### config.mk
export PLATFORM = sky130hd
export DESIGN_NAME = rx_timeout_ctr
export DESIGN_NICKNAME = d
export VERILOG_FILES = /design/src/rtl/rx_to_pkg.sv /design/src/rtl/rx_to_chan.sv /design/src/rtl/rx_to_downcnt.sv /design/src/rtl/rx_timeout_ctr.sv
export SDC_FILE = /design/constraint.sdc
export NUM_CORES = 1
export LEC_CHECK = 0
export BUFFER_PORTS_ARGS = -buffer_cell sky130_fd_sc_hd__buf_2
export CAP_MARGIN = 20
export CORE_MARGIN = 1
export CORE_UTILIZATION = 43
export CTS_CLUSTER_SIZE = 30
export DETAILED_ROUTE_END_ITERATION = 8
export GPL_TIMING_DRIVEN = 0
export PLACE_DENSITY = 0.66
export SYNTH_ARGS = -nofsm -noshare
export SYNTH_HDL_FRONTEND = slang
export SYNTH_SLANG_ARGS = --single-unit
### constraint.sdc
create_clock -name clk_i -period 2.8 [get_ports clk_i]
set_input_delay 0.56 -clock clk_i [delete_from_list [all_inputs] [get_ports clk_i]]
set_output_delay 0.56 -clock clk_i [all_outputs]
set_load 0.05 [all_outputs]
### src/rtl/rx_to_pkg.sv
package rx_to_pkg;
  localparam int CMD_W = 4;
  typedef logic [CMD_W-1:0] cmd_t;

  localparam cmd_t CMD_START  = 4'h8;
  localparam cmd_t CMD_STOP   = 4'h9;
  localparam cmd_t CMD_TO_ON  = 4'hA;
  localparam cmd_t CMD_TO_OFF = 4'hC;

  typedef struct packed {
    logic arm;
    logic start;
    logic stop;
  } chan_req_t;
endpackage

### src/rtl/rx_to_chan.sv
module rx_to_chan
  import rx_to_pkg::*;
(
  input  logic      clk_i,
  input  logic      rst_ni,
  input  logic      we_i,
  input  cmd_t      cmd_i,
  input  logic      char_i,
  output logic      en_o,
  output chan_req_t req_o,
  output logic      retrig_o
);
  logic en_q;
  logic disarm;

  always_comb begin
    req_o.arm   = we_i && (cmd_i == CMD_TO_ON);
    req_o.start = we_i && (cmd_i == CMD_START);
    req_o.stop  = we_i && (cmd_i == CMD_STOP);
    disarm      = we_i && (cmd_i == CMD_TO_OFF);
  end

  always_ff @(posedge clk_i or negedge rst_ni) begin
    if (!rst_ni)          en_q <= 1'b0;
    else if (req_o.arm)   en_q <= 1'b1;
    else if (disarm)      en_q <= 1'b0;
  end

  // retrigger uses the mode held before this cycle's command
  assign retrig_o = char_i && en_q;
  assign en_o     = en_q;
endmodule

### src/rtl/rx_to_downcnt.sv
module rx_to_downcnt #(
  parameter int CNT_W = 16
) (
  input  logic             clk_i,
  input  logic             rst_ni,
  input  logic             tick_i,
  input  logic [CNT_W-1:0] preload_i,
  input  logic             trig_i,
  input  logic             halt_i,
  output logic             ready_o
);
  logic [CNT_W-1:0] cnt_q, cnt_d;
  logic             run_q, run_d;
  logic             pend_q, pend_d;
  logic             rdy_q, rdy_d;

  always_comb begin
    cnt_d  = cnt_q;
    run_d  = run_q;
    pend_d = pend_q;
    rdy_d  = rdy_q;
    if (tick_i && run_q) begin
      if (cnt_q <= CNT_W'(1)) begin
        cnt_d = '0;
        run_d = 1'b0;
        rdy_d = 1'b1;
      end else begin
        cnt_d = cnt_q - CNT_W'(1);
      end
    end
    if (halt_i) begin
      run_d  = 1'b0;
      pend_d = 1'b0;
      rdy_d  = 1'b0;
    end
    if (trig_i) begin
      rdy_d = 1'b0;
      if (tick_i) begin
        cnt_d  = preload_i;
        run_d  = 1'b1;
        pend_d = 1'b0;
      end else begin
        run_d  = 1'b0;
        pend_d = 1'b1;
      end
    end else if (pend_q && pend_d && tick_i) begin
      // stopped for this tick: reload only, count from the next one
      cnt_d  = preload_i;
      run_d  = 1'b1;
      pend_d = 1'b0;
    end
  end

  always_ff @(posedge clk_i or negedge rst_ni) begin
    if (!rst_ni) begin
      cnt_q  <= '0;
      run_q  <= 1'b0;
      pend_q <= 1'b0;
      rdy_q  <= 1'b0;
    end else begin
      cnt_q  <= cnt_d;
      run_q  <= run_d;
      pend_q <= pend_d;
      rdy_q  <= rdy_d;
    end
  end

  assign ready_o = rdy_q;
endmodule

### src/rtl/rx_timeout_ctr.sv
module rx_timeout_ctr
  import rx_to_pkg::*;
#(
  parameter int NCH    = 2,
  parameter int BYTE_W = 8,
  localparam int CNT_W = 2 * BYTE_W,
  localparam int CMDV_W = NCH * CMD_W
) (
  input  logic              clk_i,
  input  logic              rst_ni,
  input  logic              ct_tick_i,
  input  logic [BYTE_W-1:0] preload_hi_i,
  input  logic [BYTE_W-1:0] preload_lo_i,
  input  logic [NCH-1:0]    char_load_i,
  input  logic [NCH-1:0]    cmd_we_i,
  input  logic [CMDV_W-1:0] cmd_i,
  input  logic              irq_mask_i,
  output logic              ctr_ready_o,
  output logic              irq_o
);
  logic [NCH-1:0] to_en_q;
  logic [NCH-1:0] arm_v, start_v, stop_v, retrig_v;

  for (genvar c = 0; c < NCH; c++) begin : g_chan
    chan_req_t req;
    rx_to_chan u_chan (
      .clk_i    (clk_i),
      .rst_ni   (rst_ni),
      .we_i     (cmd_we_i[c]),
      .cmd_i    (cmd_i[c*CMD_W +: CMD_W]),
      .char_i   (char_load_i[c]),
      .en_o     (to_en_q[c]),
      .req_o    (req),
      .retrig_o (retrig_v[c])
    );
    assign arm_v[c]   = req.arm;
    assign start_v[c] = req.start;
    assign stop_v[c]  = req.stop;
  end

  logic mode_on, sw_start, sw_stop, trig, halt;

  assign mode_on  = |to_en_q;
  assign sw_start = |start_v && !mode_on;
  assign sw_stop  = |stop_v && !mode_on;
  assign trig     = |retrig_v || sw_start;
  assign halt     = |arm_v || sw_stop;

  rx_to_downcnt #(.CNT_W(CNT_W)) u_cnt (
    .clk_i     (clk_i),
    .rst_ni    (rst_ni),
    .tick_i    (ct_tick_i),
    .preload_i ({preload_hi_i, preload_lo_i}),
    .trig_i    (trig),
    .halt_i    (halt),
    .ready_o   (ctr_ready_o)
  );

  assign irq_o = ctr_ready_o && irq_mask_i;
endmodule

==> impl_metrics.json <==
{
  "worst_slew_pin_slew_ns": 0.908,
  "synth_top_family_by_area": "simple AND/OR/NAND/NOR gates",
  "clkPwrFrac_pct": 17.8,
  "switchingPower_uw": 307,
  "path_max_fanout": 9,
  "grtUsageTotal_pct": 23.3,
  "synth.area.mux_share_pct": 2.09,
  "synth_top_cell_area_share_pct": 35.1,
  "fin_skew_ns": 0.00611,
  "synth_ff_type": "dfrtp_1",
  "area_growth_pct": 16.6,
  "power_leakage_nw": 0.728,
  "seq_power_share_pct": 49.1,
  "finalNonFillerCells": 257,
  "ys_seq_elements": 21,
  "antenna_found_initial": 0,
  "cap_violations": 0,
  "nNetsFinal": 246,
  "synth.net_count": 208,
  "post_cts_buffers": 0,
  "htreeDepth": 1,
  "synth_area_mm2": 0.00150,
  "fin_crit_sh_pct": 89.9,
  "placedCellCount": 253,
  "ir_drop_mv": 0.225,
  "pwr-share-comb_pct": 33.1,
  "swShare_pct": 36.4,
  "placeableCoreArea_mm2": 0.00334,
  "clk_pin_slew_worst_paths_ns": 0.12,
  "die_y_um": 61.0,
  "first_global_vias": 1385,
  "intPower_uw": 537,
  "synth_fa_ha_area_share_pct": 1.67,
  "outcome": "finished clean",
  "via_count": 1514,
  "end_kind": "flop",
  "syn_inst": 174,
  "wl_per_cell_um": 15.2,
  "finalHoldViolations": 0,
  "cp-start-kind": "flop",
  "synth_xor_area_share_pct": 1.17,
  "maxSlewHeadroom_pct": 39.0,
  "ios": 34,
  "vias_per_cell": 5.89,
  "cts_root_buf": "clkbuf_4",
  "crit_type": "flop to flop",
  "grt-ovfl-total": 0,
  "grt_pass1_wl_um": 6380,
  "synth_area_leader_cell": "dfrtp_1",
  "cts_buffers": 3,
  "p_per_area_mw_per_mm2": 483,
  "gp_congestion": 0.912,
  "post-dp-hpwl_um": 2940,
  "fmax_ghz": 0.397,
  "die_w_um": 61.0,
  "antenna_left": 0,
  "clock_sinks": 21,
  "arrival_ns": 2.71,
  "ys_types": 50,
  "crit_required_ns": 3.00,
  "synth-simple-area-share_pct": 28.8,
  "drtPass1Iterations": 5,
  "setup_tns_ns": 0,
  "hold_path.class": "primary input to async pin",
  "post_route_cells_drive_above_1_share_pct": 25.6,
  "synth_edf_count": 0,
  "die-area_mm2": 0.00372,
  "yosys_warnings": 0,
  "drc": 0,
  "period_minus_slack_ns": 2.52,
  "cts_tree": "done",
  "synth-compound-area-share_pct": 26.8,
  "drt-initial-drc-count": 99,
  "port_buffers": 33,
  "grt_max_degree": 22,
  "clk-insertion-delay-late_ns": 0.31,
  "slew_viol_final": 0,
  "total_power_uw": 843,
  "drt_wl_total_um": 3900,
  "cts_max_path_buffers": 2,
  "setup-violations-final": 0,
  "seq_area_frac_synth_pct": 35.1,
  "ctsHoldBuffers": 0,
  "synth_area_per_cell_um2": 8.60,
  "fp-row-count": 21,
  "rsz0062_at_grt": "no",
  "yosys-top-cells-area": "dfrtp_1 (35%), nor2_1 (4.5%), nand2_1 (3.8%)",
  "cts_resized": 0,
  "ys_async_sr_fraction_pct": 100,
  "insertedDiodeCount": 0,
  "start_util_pct": 44.8
}
## power by group through the flow
stage	Clock [mW]	Sequential, mW	Combinational [mW]
final	0.150	0.414	0.279
after global routing	0.169	0.422	0.313
after CTS	0.160	0.414	0.280
after detailed placement	0	0.418	0.279
after global placement	0	0.416	0.273
after floorplan	0	0.401	0.202
## layer usage
metal	global-route usage, %	up-vias	wire length, um
li1	-	737	-
met1	31.3	721	1700
met2	37.8	54	1920
met3	5.97	2	254
met4	4.87	0	14
met5	0	-	0
## layout by cell type (no fill, tap or decap), types with 2 or more instances in the layout
cell / n
or3_1: 4
clkbuf_1: 2
nor2_1: 18
buf_2: 36
nor3b_1: 3
a21oi_1: 10
o21ai_4: 2
or2_2: 2
ha_1: 2
and2_1: 2
o221a_2: 5
a211oi_1: 2
nand2_1: 15
nor2b_1: 3
nor3_1: 11
o211ai_1: 3
clkbuf_4: 3
nand3_1: 7
a32oi_1: 2
a221o_1: 5
mux2i_1: 2
o31ai_1: 3
or4_1: 5
nor4_1: 2
dfrtp_1: 21
or4_4: 2
inv_1: 7
o21ai_0: 8
nand3b_1: 2
## final cells by class
| type | count | area (um2) |
|---|---|---|
| Clock buffer | 4 | 26.3 |
| Inverter | 7 | 26.3 |
| Multi-Input combinational cell | 140 | 907 |
| Sequential cell | 21 | 526 |
| Buffer | 6 | 37.5 |
| Timing Repair Buffer | 33 | 165 |
| Fill cell | 337 | 1590 |
| Tap cell | 46 | 57.6 |
## worst max-delay path, cell delays in order (launching register included)
cell      delay [ns]
dfrtp_1         0.45
nor3_1          0.20
mux2i_1         0.14
o221a_2         0.26
clkbuf_1        0.20
nor2_1          0.53
nor2_1          0.23
a221o_1         0.40
## synthesized netlist by cell type, types with 2 or more instances
library cell and count:
dfrtp_1 21, nor2_1 18, nand2_1 15, nor3_1 11, a21oi_1 10, o21ai_0 8
inv_1 7, nand3_1 7, a221o_1 5, o221a_2 5, or4_1 5, or3_1 4
buf_2 3, nor2b_1 3, nor3b_1 3, o211ai_1 3, o31ai_1 3, a211oi_1 2
a32oi_1 2, and2_1 2, ha_1 2, mux2i_1 2, nand3b_1 2, nor4_1 2
o21ai_4 2, or2_2 2, or4_4 2
## kinds of logic (layout without fill, tap and decap cells)
kind of cell             count (synthesis)  count (layout)
AND/OR/NAND/NOR                         81              81
AO/OA/AOI/OAI                           52              52
flip-flops                              21              21
buffers and inverters                   13              50
multiplexers                             3               3
adder cells (fa/ha/maj)                  2               2
XOR/XNOR                                 2               2
## final timing paths
kind	slack [ns]	startpoint	endpoint	depth (start not counted)
hold / removal	0.19	rst_ni	async pin	1
setup / recovery	0.28	g_chan[1].u_chan.en_o	flop	7
max in group asynchronous	2.27	rst_ni	async pin	1
setup reg to reg	0.28	g_chan[1].u_chan.en_o	flop	7
hold reg to reg	0.59	flop	flop	1
min in group clk_i	0.47	preload_hi_i[5]	flop	2
## per-stage QoR
stage | area, um2 | worst slack, ns | util, % | hold slack [ns]
floorplan | 1500 | 0.522 | - | 0.264
global placement | 1720 | 0.135 | 51.5 | 0.536
detailed placement | 1720 | 0.0834 | 51.5 | 0.552
CTS | 1750 | 0.343 | 52.3 | 0.202
global route | 1750 | 0.0917 | 52.3 | 0.221
finish | 1750 | 0.283 | 52.3 | 0.195
No activity file was read; power rests on OpenSTA's default activity.
